--- src/rtl/ipc_pkg.sv ---
package ipc_pkg;

    localparam int NUM_SRC     = 43;
    localparam int PRIO_W      = 4;
    localparam int CODE_W      = 12;
    localparam int ADDR_W      = 8;
    localparam int NUM_LEG     = 4;
    localparam int FLD_PER_REG = 4;
    localparam int REG_W       = FLD_PER_REG * PRIO_W;
    localparam int NUM_FIELDS  = (NUM_LEG + 1) * FLD_PER_REG;
    localparam int EXT_FBASE   = NUM_LEG * FLD_PER_REG;
    localparam int MASK_W      = 10;
    localparam int IDX_W       = $clog2(NUM_SRC);

    localparam logic [ADDR_W-1:0] ADDR_LEG_BASE = 8'h00;
    localparam logic [ADDR_W-1:0] ADDR_EXT      = 8'h40;
    localparam logic [ADDR_W-1:0] ADDR_MSET     = 8'h80;
    localparam logic [ADDR_W-1:0] ADDR_MCLR     = ADDR_MSET + 8'h20;

    typedef enum logic {
        ST_QUIET,
        ST_RAISED
    } ipc_state_e;

    // Bits of each legacy register that hold storage (unused field dropped).
    function automatic logic [REG_W-1:0] leg_keep(input int k);
        return (k == 1) ? 16'hFFF0 : 16'hFFFF;
    endfunction

    // Shared field index: register * 4 + slot, slot 0 = bits 15:12.
    function automatic int src_field(input int idx);
        if (idx inside {[0:3]})   return 12 + idx;
        if (idx == 4)             return 11;
        if (idx == 5)             return 8;
        if (idx inside {[6:14]})  return 9;
        if (idx == 15)            return EXT_FBASE + 3;
        if (idx inside {[16:22]}) return EXT_FBASE + 2;
        if (idx == 23)            return EXT_FBASE + 1;
        if (idx == 24)            return EXT_FBASE + 0;
        if (idx == 25)            return 0;
        if (idx == 26)            return 1;
        if (idx inside {[27:28]}) return 2;
        if (idx inside {[29:31]}) return 3;
        if (idx inside {[32:35]}) return 6;
        if (idx inside {[36:39]}) return 10;
        if (idx == 40)            return 4;
        return 5;
    endfunction

    // Mask bit gating a source, or -1 when the source is not maskable.
    function automatic int src_mask_bit(input int idx);
        if (idx == 24)            return 9;
        if (idx == 23)            return 8;
        if (idx inside {[16:22]}) return 23 - idx;
        if (idx == 15)            return 0;
        return -1;
    endfunction

    function automatic logic [CODE_W-1:0] src_code(input int idx);
        case (idx)
            0:  return 12'h240;  1:  return 12'h2A0;
            2:  return 12'h300;  3:  return 12'h360;
            4:  return 12'h600;  5:  return 12'h620;
            6:  return 12'h640;  7:  return 12'h660;
            8:  return 12'h680;  9:  return 12'h6A0;
            10: return 12'h780;  11: return 12'h7A0;
            12: return 12'h7C0;  13: return 12'h7E0;
            14: return 12'h6C0;  15: return 12'hA00;
            16: return 12'hAE0;  17: return 12'hAC0;
            18: return 12'hAA0;  19: return 12'hA80;
            20: return 12'hA60;  21: return 12'hA40;
            22: return 12'hA20;  23: return 12'hB00;
            24: return 12'hB80;  25: return 12'h400;
            26: return 12'h420;  27: return 12'h440;
            28: return 12'h460;  29: return 12'h480;
            30: return 12'h4A0;  31: return 12'h4C0;
            32: return 12'h4E0;  33: return 12'h500;
            34: return 12'h520;  35: return 12'h540;
            36: return 12'h700;  37: return 12'h720;
            38: return 12'h740;  39: return 12'h760;
            40: return 12'h560;  41: return 12'h580;
            42: return 12'h5A0;
            default: return '0;
        endcase
    endfunction

endpackage

--- src/rtl/ipc_regs.sv ---
module ipc_regs
    import ipc_pkg::*;
#(
    parameter int DATA_W = 32
) (
    input  logic                              clk,
    input  logic                              rst_n,
    input  logic                              wr_en_i,
    input  logic [ADDR_W-1:0]                 addr_i,
    input  logic [DATA_W-1:0]                 wdata_i,
    output logic [DATA_W-1:0]                 rd_data_o,
    output logic [NUM_FIELDS-1:0][PRIO_W-1:0] fields_o,
    output logic [MASK_W-1:0]                 mask_o
);

    logic [NUM_LEG-1:0][REG_W-1:0] leg_q;
    logic [REG_W-1:0]              ext_q;
    logic [MASK_W-1:0]             mask_q;
    logic [NUM_LEG-1:0]            leg_hit;

    genvar k, f;
    generate
        for (k = 0; k < NUM_LEG; k++) begin : g_leg
            localparam logic [ADDR_W-1:0] MY_ADDR = ADDR_LEG_BASE + ADDR_W'(4 * k);
            localparam logic [REG_W-1:0]  KEEP    = leg_keep(k);

            assign leg_hit[k] = (addr_i == MY_ADDR);

            always_ff @(posedge clk or negedge rst_n) begin
                if (!rst_n) begin
                    leg_q[k] <= '0;
                end else if (wr_en_i && leg_hit[k]) begin
                    leg_q[k] <= wdata_i[REG_W-1:0] & KEEP;
                end
            end

            for (f = 0; f < FLD_PER_REG; f++) begin : g_fld
                assign fields_o[k*FLD_PER_REG + f] = leg_q[k][REG_W-1-f*PRIO_W -: PRIO_W];
            end
        end

        for (f = 0; f < FLD_PER_REG; f++) begin : g_ext_fld
            assign fields_o[EXT_FBASE + f] = ext_q[REG_W-1-f*PRIO_W -: PRIO_W];
        end
    endgenerate

    always_ff @(posedge clk or negedge rst_n) begin
        if (!rst_n) begin
            ext_q  <= '0;
            mask_q <= '0;
        end else if (wr_en_i) begin
            if (addr_i == ADDR_EXT)  ext_q  <= wdata_i[REG_W-1:0];
            if (addr_i == ADDR_MSET) mask_q <= mask_q | wdata_i[MASK_W-1:0];
            if (addr_i == ADDR_MCLR) mask_q <= mask_q & ~wdata_i[MASK_W-1:0];
        end
    end

    always_comb begin
        rd_data_o = '0;
        for (int i = 0; i < NUM_LEG; i++) begin
            if (leg_hit[i]) rd_data_o[REG_W-1:0] = leg_q[i];
        end
        if (addr_i == ADDR_EXT)                          rd_data_o[REG_W-1:0]  = ext_q;
        if (addr_i == ADDR_MSET || addr_i == ADDR_MCLR)  rd_data_o[MASK_W-1:0] = mask_q;
    end

    assign mask_o = mask_q;

endmodule

--- src/rtl/ipc_prio_map.sv ---
module ipc_prio_map
    import ipc_pkg::*;
(
    input  logic [NUM_SRC-1:0]                req_i,
    input  logic [NUM_FIELDS-1:0][PRIO_W-1:0] fields_i,
    input  logic [MASK_W-1:0]                 mask_i,
    output logic [NUM_SRC-1:0]                elig_o,
    output logic [NUM_SRC-1:0][PRIO_W-1:0]    prio_o
);

    genvar i;
    generate
        for (i = 0; i < NUM_SRC; i++) begin : g_src
            localparam int FID  = src_field(i);
            localparam int MBIT = src_mask_bit(i);
            logic gate;

            if (MBIT >= 0) begin : g_masked
                assign gate = ~mask_i[MBIT];
            end else begin : g_open
                assign gate = 1'b1;
            end

            assign prio_o[i] = fields_i[FID];
            assign elig_o[i] = req_i[i] & gate & (fields_i[FID] != '0);
        end
    endgenerate

endmodule

--- src/rtl/ipc_arbiter.sv ---
module ipc_arbiter
    import ipc_pkg::*;
(
    input  logic [NUM_SRC-1:0]             elig_i,
    input  logic [NUM_SRC-1:0][PRIO_W-1:0] prio_i,
    output logic                           any_o,
    output logic [PRIO_W-1:0]              win_prio_o,
    output logic [CODE_W-1:0]              win_code_o
);

    // Scan from the top index down; ">=" lets a lower index take a tie.
    always_comb begin
        win_prio_o = '0;
        win_code_o = '0;
        for (int i = NUM_SRC - 1; i >= 0; i--) begin
            if (elig_i[i] && prio_i[i] >= win_prio_o) begin
                win_prio_o = prio_i[i];
                win_code_o = src_code(i);
            end
        end
    end

    assign any_o = |elig_i;

endmodule

--- src/rtl/ipc_ctrl.sv ---
module ipc_ctrl
    import ipc_pkg::*;
#(
    parameter int DATA_W = 32
) (
    input  logic                 clk,
    input  logic                 rst_n,
    input  logic [NUM_SRC-1:0]   req_i,
    input  logic                 wr_en_i,
    input  logic [ADDR_W-1:0]    addr_i,
    input  logic [DATA_W-1:0]    wdata_i,
    output logic [DATA_W-1:0]    rd_data_o,
    output logic                 irq_o,
    output logic [PRIO_W-1:0]    irq_level_o,
    output logic [CODE_W-1:0]    irq_code_o
);

    logic [NUM_FIELDS-1:0][PRIO_W-1:0] fields;
    logic [MASK_W-1:0]                 mask_q;
    logic [NUM_SRC-1:0]                elig;
    logic [NUM_SRC-1:0][PRIO_W-1:0]    prio;
    logic                              any_elig;
    logic [PRIO_W-1:0]                 win_prio;
    logic [CODE_W-1:0]                 win_code;
    ipc_state_e                        state_q, state_d;

    ipc_regs #(.DATA_W(DATA_W)) u_regs (
        .clk       (clk),
        .rst_n     (rst_n),
        .wr_en_i   (wr_en_i),
        .addr_i    (addr_i),
        .wdata_i   (wdata_i),
        .rd_data_o (rd_data_o),
        .fields_o  (fields),
        .mask_o    (mask_q)
    );

    ipc_prio_map u_map (
        .req_i    (req_i),
        .fields_i (fields),
        .mask_i   (mask_q),
        .elig_o   (elig),
        .prio_o   (prio)
    );

    ipc_arbiter u_arb (
        .elig_i     (elig),
        .prio_i     (prio),
        .any_o      (any_elig),
        .win_prio_o (win_prio),
        .win_code_o (win_code)
    );

    always_comb begin
        state_d = state_q;
        unique case (state_q)
            ST_QUIET:  if (any_elig)  state_d = ST_RAISED;
            ST_RAISED: if (!any_elig) state_d = ST_QUIET;
        endcase
    end

    always_ff @(posedge clk or negedge rst_n) begin
        if (!rst_n) state_q <= ST_QUIET;
        else        state_q <= state_d;
    end

    always_ff @(posedge clk or negedge rst_n) begin
        if (!rst_n) begin
            irq_level_o <= '0;
            irq_code_o  <= '0;
        end else if (state_d == ST_RAISED) begin
            irq_level_o <= win_prio;
            irq_code_o  <= win_code;
        end else begin
            irq_level_o <= '0;
            irq_code_o  <= '0;
        end
    end

    assign irq_o = (state_q == ST_RAISED);

endmodule

--- config.mk ---
export PLATFORM = sky130hd
export DESIGN_NAME = ipc_ctrl
export DESIGN_NICKNAME = d
export VERILOG_FILES = /design/src/rtl/ipc_pkg.sv /design/src/rtl/ipc_regs.sv /design/src/rtl/ipc_prio_map.sv /design/src/rtl/ipc_arbiter.sv /design/src/rtl/ipc_ctrl.sv
export SDC_FILE = /design/constraint.sdc
export NUM_CORES = 1
export LEC_CHECK = 0
export ABC_AREA = 0
export BUFFER_PORTS_ARGS = -buffer_cell sky130_fd_sc_hd__buf_2
export CAP_MARGIN = 0
export CORE_UTILIZATION = 60
export CTS_BUF_LIST = sky130_fd_sc_hd__clkbuf_16
export DETAILED_ROUTE_END_ITERATION = 7
export HOLD_SLACK_MARGIN = 0.08
export PLACE_DENSITY = 0.85
export SLEW_MARGIN = 20
export SYNTH_ARGS = -nofsm -noshare
export SYNTH_HDL_FRONTEND = slang
export SYNTH_SLANG_ARGS = --single-unit
--- constraint.sdc ---
create_clock -name clk -period 64.9 [get_ports clk]
set_input_delay 16.225 -clock clk [delete_from_list [all_inputs] [get_ports clk]]
set_output_delay 16.225 -clock clk [all_outputs]
set_load 0.02 [all_outputs]
==> run_results.csv, run 1 <==
group,metric,value,unit
global_route,grt_pass1_wl,126000,um
yosys,yosys-top-cells-area,"dfrtp_1, mux2_2, ha_1",
floorplanning,die_w,149,um
yosys,synth_edf_count,0,
cts,cts_buffers,9,
yosys,ys_async_sr_fraction,100,%
placed_design,dp_hpwl,40900,um
yosys,synth_area,13000,um^2
outcome,status,"stopped before the end",
cts,cts-root-buf,"clkbuf_16",
outcome,stop_error,"[ERROR GRT-0116] Global routing finished with congestion. Check the congestion regions in the DRC Viewer.",
placed_design,place_inst,2357,
placed_design,gp_congestion,0.996,
yosys,ys_seq_elements,98,
yosys,synthFlopType,"dfrtp_1",
floorplanning,initial_utilization,61.4,%
placed_design,port-buffer-count,97,
global_route,grtUsageTotal,74.8,%
yosys,synth.avg_cell_area,8.00,um^2
cts,cts.sinks,98,
yosys,synthDominantCellAreaShare,18.9,%
floorplanning,pin_count,135,
global_route,overflow,32,
placed_design,placed_area,17700,um^2
yosys,yosysSeqAreaShare,18.9,%
floorplanning,num_rows,53,
global_route,grt_pass1_vias,22100,
outcome,stop_stage,"global routing (5_1_grt)",
cts,cts.htree.levels,3,
yosys,postSynthCellCount,1624,
yosys,ys_warn_count,0,
global_route,grt_max_degree,74,
yosys,synth_area_leader_cell,"dfrtp_1",
cts,clockBufferDepth,2,
floorplanning,die_h,149,um
cts,cts_hold_buf,0,
yosys,synth_cell_types,134,
[per-layer routing]
| metal | track usage [%] | overflow |
|---|---|---|
| met4 | 72.3 | 17 |
| met5 | 22.3 | 0 |
| met1 | 75.8 | 0 |
| met3 | 56.0 | 0 |
| met2 | 94.5 | 15 |
[synth_stat cells (10+ instances only)]
library cell	count
buf_4	30
o31ai_1	14
nor3_1	21
nor2_1	131
nand3_1	45
nand3b_1	10
a21oi_1	95
inv_1	90
o21a_1	18
and2_1	30
ha_1	86
a211oi_1	13
nor2b_1	14
mux2i_1	17
a21o_1	21
clkbuf_1	38
nand4_1	19
a31oi_1	40
and3_1	21
nor4_1	22
o21ai_0	92
nand2_1	162
o21ai_1	10
o211ai_1	23
dfrtp_1	98
mux2_2	111
nand2b_1	41
a222oi_1	10
[stage by stage]
step	worst slack (ns)	setup TNS [ns]	hold slack (ns)	utilization, %
detailed placement	-6.19	-66.81	0.572	83.6
CTS	-4.62	-50.04	0.589	93.9
floorplan	-3.68	-39.68	0.526	-
global placement	-4.78	-51.65	0.555	83.6
[what timing repair did]
action | 4_1_cts
setup buffers | 186
pin swaps | 179
setup endpoints to repair | 11
gates resized for setup | 101
[logic make-up after synthesis]
group	count (synthesis)	share of synthesized area [%]
AO/OA/AOI/OAI	520	29.7
buffers and inverters	174	6.38
XOR/XNOR	8	0.597
other	1	0.0289
multiplexers	130	11.2
AND/OR/NAND/NOR	595	24.0
adder cells (fa/ha/maj)	98	9.25
flip-flops	98	18.9
==> inputs of run 2 (changes only) <==
- CORE_UTILIZATION: 60 -> 40
- CTS_BUF_LIST: sky130_fd_sc_hd__clkbuf_16 -> default
- HOLD_SLACK_MARGIN: 0.08 -> default
- PLACE_DENSITY: 0.85 -> default
- PLACE_DENSITY_LB_ADDON: default -> 0.15
==> run 2 against run 1 <==
The flow now finishes, with violations (negative setup slack); synthesized cell count did not move; synthesized area is the same.
==> run_results.csv, run 2 <==
group,metric,value,unit
setup_path,max_stage_delay,0.42,ns
yosys,synth_most_common_cell,"nand2_1",
placed_design,port-buffer-count,97,
pwr,cellLeakagePower,9.21,nW
cts,cts_buffers,9,
finish,final_cell_mix,"buf_4, nand2_1, nor2_1",
finish,multi_input_area,11600,um^2
cts,cts_tree,"done",
cts,cts.sinks,98,
job,drv_cap,0,
worst_hold_path,hold_path_class,"flip-flop to flip-flop",
drt,ant_nets,0,
yosys,synth_area_leader_cell,"dfrtp_1",
timing,finalHoldWorstSlack,0.604,ns
floorplanning,die_w,182,um
yosys,yosysSeqAreaShare,18.9,%
finish,fill_cells,2678,
timing,finalHoldViolations,0,
setup_path,cp_max_fo,6,
yosys,ys_async_sr_fraction,100,%
global_route,overflow,0,
placed_design,dp_hpwl,40700,um
finish,final_common_cell,"buf_4",
floorplanning,die_h,182,um
outcome,status,"finished with violations",
drt,drt_iter0_markers,1245,
timing,worst_slack,-4.91,ns
yosys,synthFlopType,"dfrtp_1",
setup_path,worst_path_max_delay_cell,"or3b_4",
outcome,violations,"negative setup slack",
yosys,yosys-top-cells-area,"dfrtp_1, mux2_2, ha_1",
drt,first_pass_iters,7,
yosys,synth_common_cells,"nand2_1, nor2_1, mux2_2, dfrtp_1, a21oi_1",
global_route,grt_pass1_vias,14700,
finish,seqCellArea,2450,um^2
global_route,grtUsageTotal,30.2,%
cts,clockBufferDepth,2,
finish,fin_nets,2382,
pwr,peakVddDrop,0.0256,mV
global_route,grt_max_degree,57,
finish,layout-drive-gt1-share,50.2,%
global_route,grt_pass1_wl,80000,um
drt,vias,15500,
cts,cts-root-buf,"clkbuf_16",
setup_path,cp-end-kind,"flip-flop",
cts,cts.htree.levels,3,
drt,wl_per_cell,19.8,um
drt,viasPerCell,5.90,
floorplanning,num_rows,65,
timing,period_share,108,%
timing,drv_slew,0,
yosys,synth_cell_types,134,
cts,clk_latency,0.35,ns
finish,synthToLayoutAreaGrowth,52.0,%
timing,post-route-min-period,69.81,ns
global_route,antenna_found_initial,1,
yosys,ys_warn_count,0,
drt,drc_errors,0,
timing,rsz0062_at_grt,"true",
setup_path,worstPathArrival,69.98,ns
timing,fmax,14.3,MHz
yosys,synth_area,13000,um^2
setup_path,cp_common_cell,"ha_4",
yosys,ys_seq_elements,98,
yosys,synth_edf_count,0,
setup_path,critPathLaunchType,"input pin",
floorplanning,initial_utilization,41.0,%
pwr,power_density,35.0,nW/um^2
setup_path,ff2ff_setup_slack,10.84,ns
floorplanning,die-area,33200,um^2
cts,cts.clk_slew.worst_paths,0.07,ns
placed_design,gp_congestion,0.974,
yosys,synthDominantCellAreaShare,18.9,%
timing,maxSlewHeadroom,23.2,%
drt,wirelength,51900,um
timing,fin_setup_tns,-53.20,ns
yosys,postSynthCellCount,1624,
yosys,synth.avg_cell_area,8.00,um^2
timing,setup_viol,11,
setup_path,crit_required,65.08,ns
cts,cts_hold_buf,0,
timing,worstMarginPinSlew,1.15,ns
setup_path,path_class,"input pin to flip-flop",
floorplanning,core,31700,um^2
floorplanning,pin_count,135,
timing,skew,0.0119,ns
run 2: cell type report:
cell class | count | area share [%]
well taps | 402 | 2.55
inverters | 90 | 1.72
repair buffers | 639 | 23.2
diodes | 1 | 0.0127
flip-flops and latches | 98 | 12.4
multi-input cells | 1372 | 58.7
clock buffers | 11 | 1.18
clock inverters | 5 | 0.196
run 2: critical path: cells and delay by family:
kind / cells / cell delay [ns]
AOI/OAI and AO/OA: 122 / 19.86
and+or+nand+nor: 97 / 13.38
adders and majority gates: 44 / 11.34
muxes: 26 / 7.71
buffers and inverters: 16 / 1.34
run 2: logic make-up (layout without fill, tap and decap cells):
logic type | after synthesis | count (layout) | share of synthesized area (%)
multiplexers | 130 | 130 | 11.2
other | 1 | 22 | 0.0289
buffers and inverters | 174 | 745 | 6.38
AO/OA/AOI/OAI | 520 | 520 | 29.7
flip-flops | 98 | 98 | 18.9
AND/OR/NAND/NOR | 595 | 595 | 24.0
adder cells (fa/ha/maj) | 98 | 98 | 9.25
XOR/XNOR | 8 | 8 | 0.597
run 2: report_power, final:
part	switching [mW]	leakage (nW)	internal, mW
sequential	0.00876	1.33	0.0674
clock	0.0244	0.130	0.0263
combinational	0.264	7.75	0.300
total	0.297	9.21	0.394
run 2: metrics by stage:
stage / utilization (%) / worst slack, ns / area [um^2] / std cells / power (mW)
after floorplan: - / -3.68 / 14200 / 1644 / 0.371
after global placement: 56.3 / -5.57 / 17800 / 2485 / 0.551
after detailed placement: 56.3 / -5.90 / 17800 / 2485 / 0.558
after CTS: 58.9 / -4.66 / 18700 / 2557 / 0.638
after global routing: 62.3 / -7.36 / 19700 / 2618 / 0.740
final: 62.3 / -4.91 / 19700 / 2618 / 0.691
run 2: worst paths after layout:
path                                                 start                         endpoint  cells after the start
max                                              req_i[41]          irq_code_o[9]$_DFF_PN0_                    305
min                        u_regs.fields_o[16]$_DFFE_PN0P_  u_regs.fields_o[16]$_DFFE_PN0P_                      1
max reg2reg                u_regs.fields_o[20]$_DFFE_PN0P_          irq_code_o[9]$_DFF_PN0_                    303
min reg2reg                u_regs.fields_o[16]$_DFFE_PN0P_  u_regs.fields_o[16]$_DFFE_PN0P_                      1
max in group asynchronous                            rst_n     u_regs.ext_q[15]$_DFFE_PN0P_                      2
min in group asynchronous                            rst_n         irq_level_o[3]$_DFF_PN0_                      1
run 2: repair_timing:
item,CTS,global route
buffers inserted,56,60
resized for setup,36,124
endpoints found under the setup margin,11,11
pin swaps,91,163
run 2: metal layers:
metal	track usage [%]	wire, um	vias up
li1	-	-	7338
met1	42.3	23500	7438
met2	47.8	23400	586
met3	3.51	3250	97
met4	10.5	1770	0
met5	0	0	-
No activity file was read; power rests on OpenSTA's default activity.
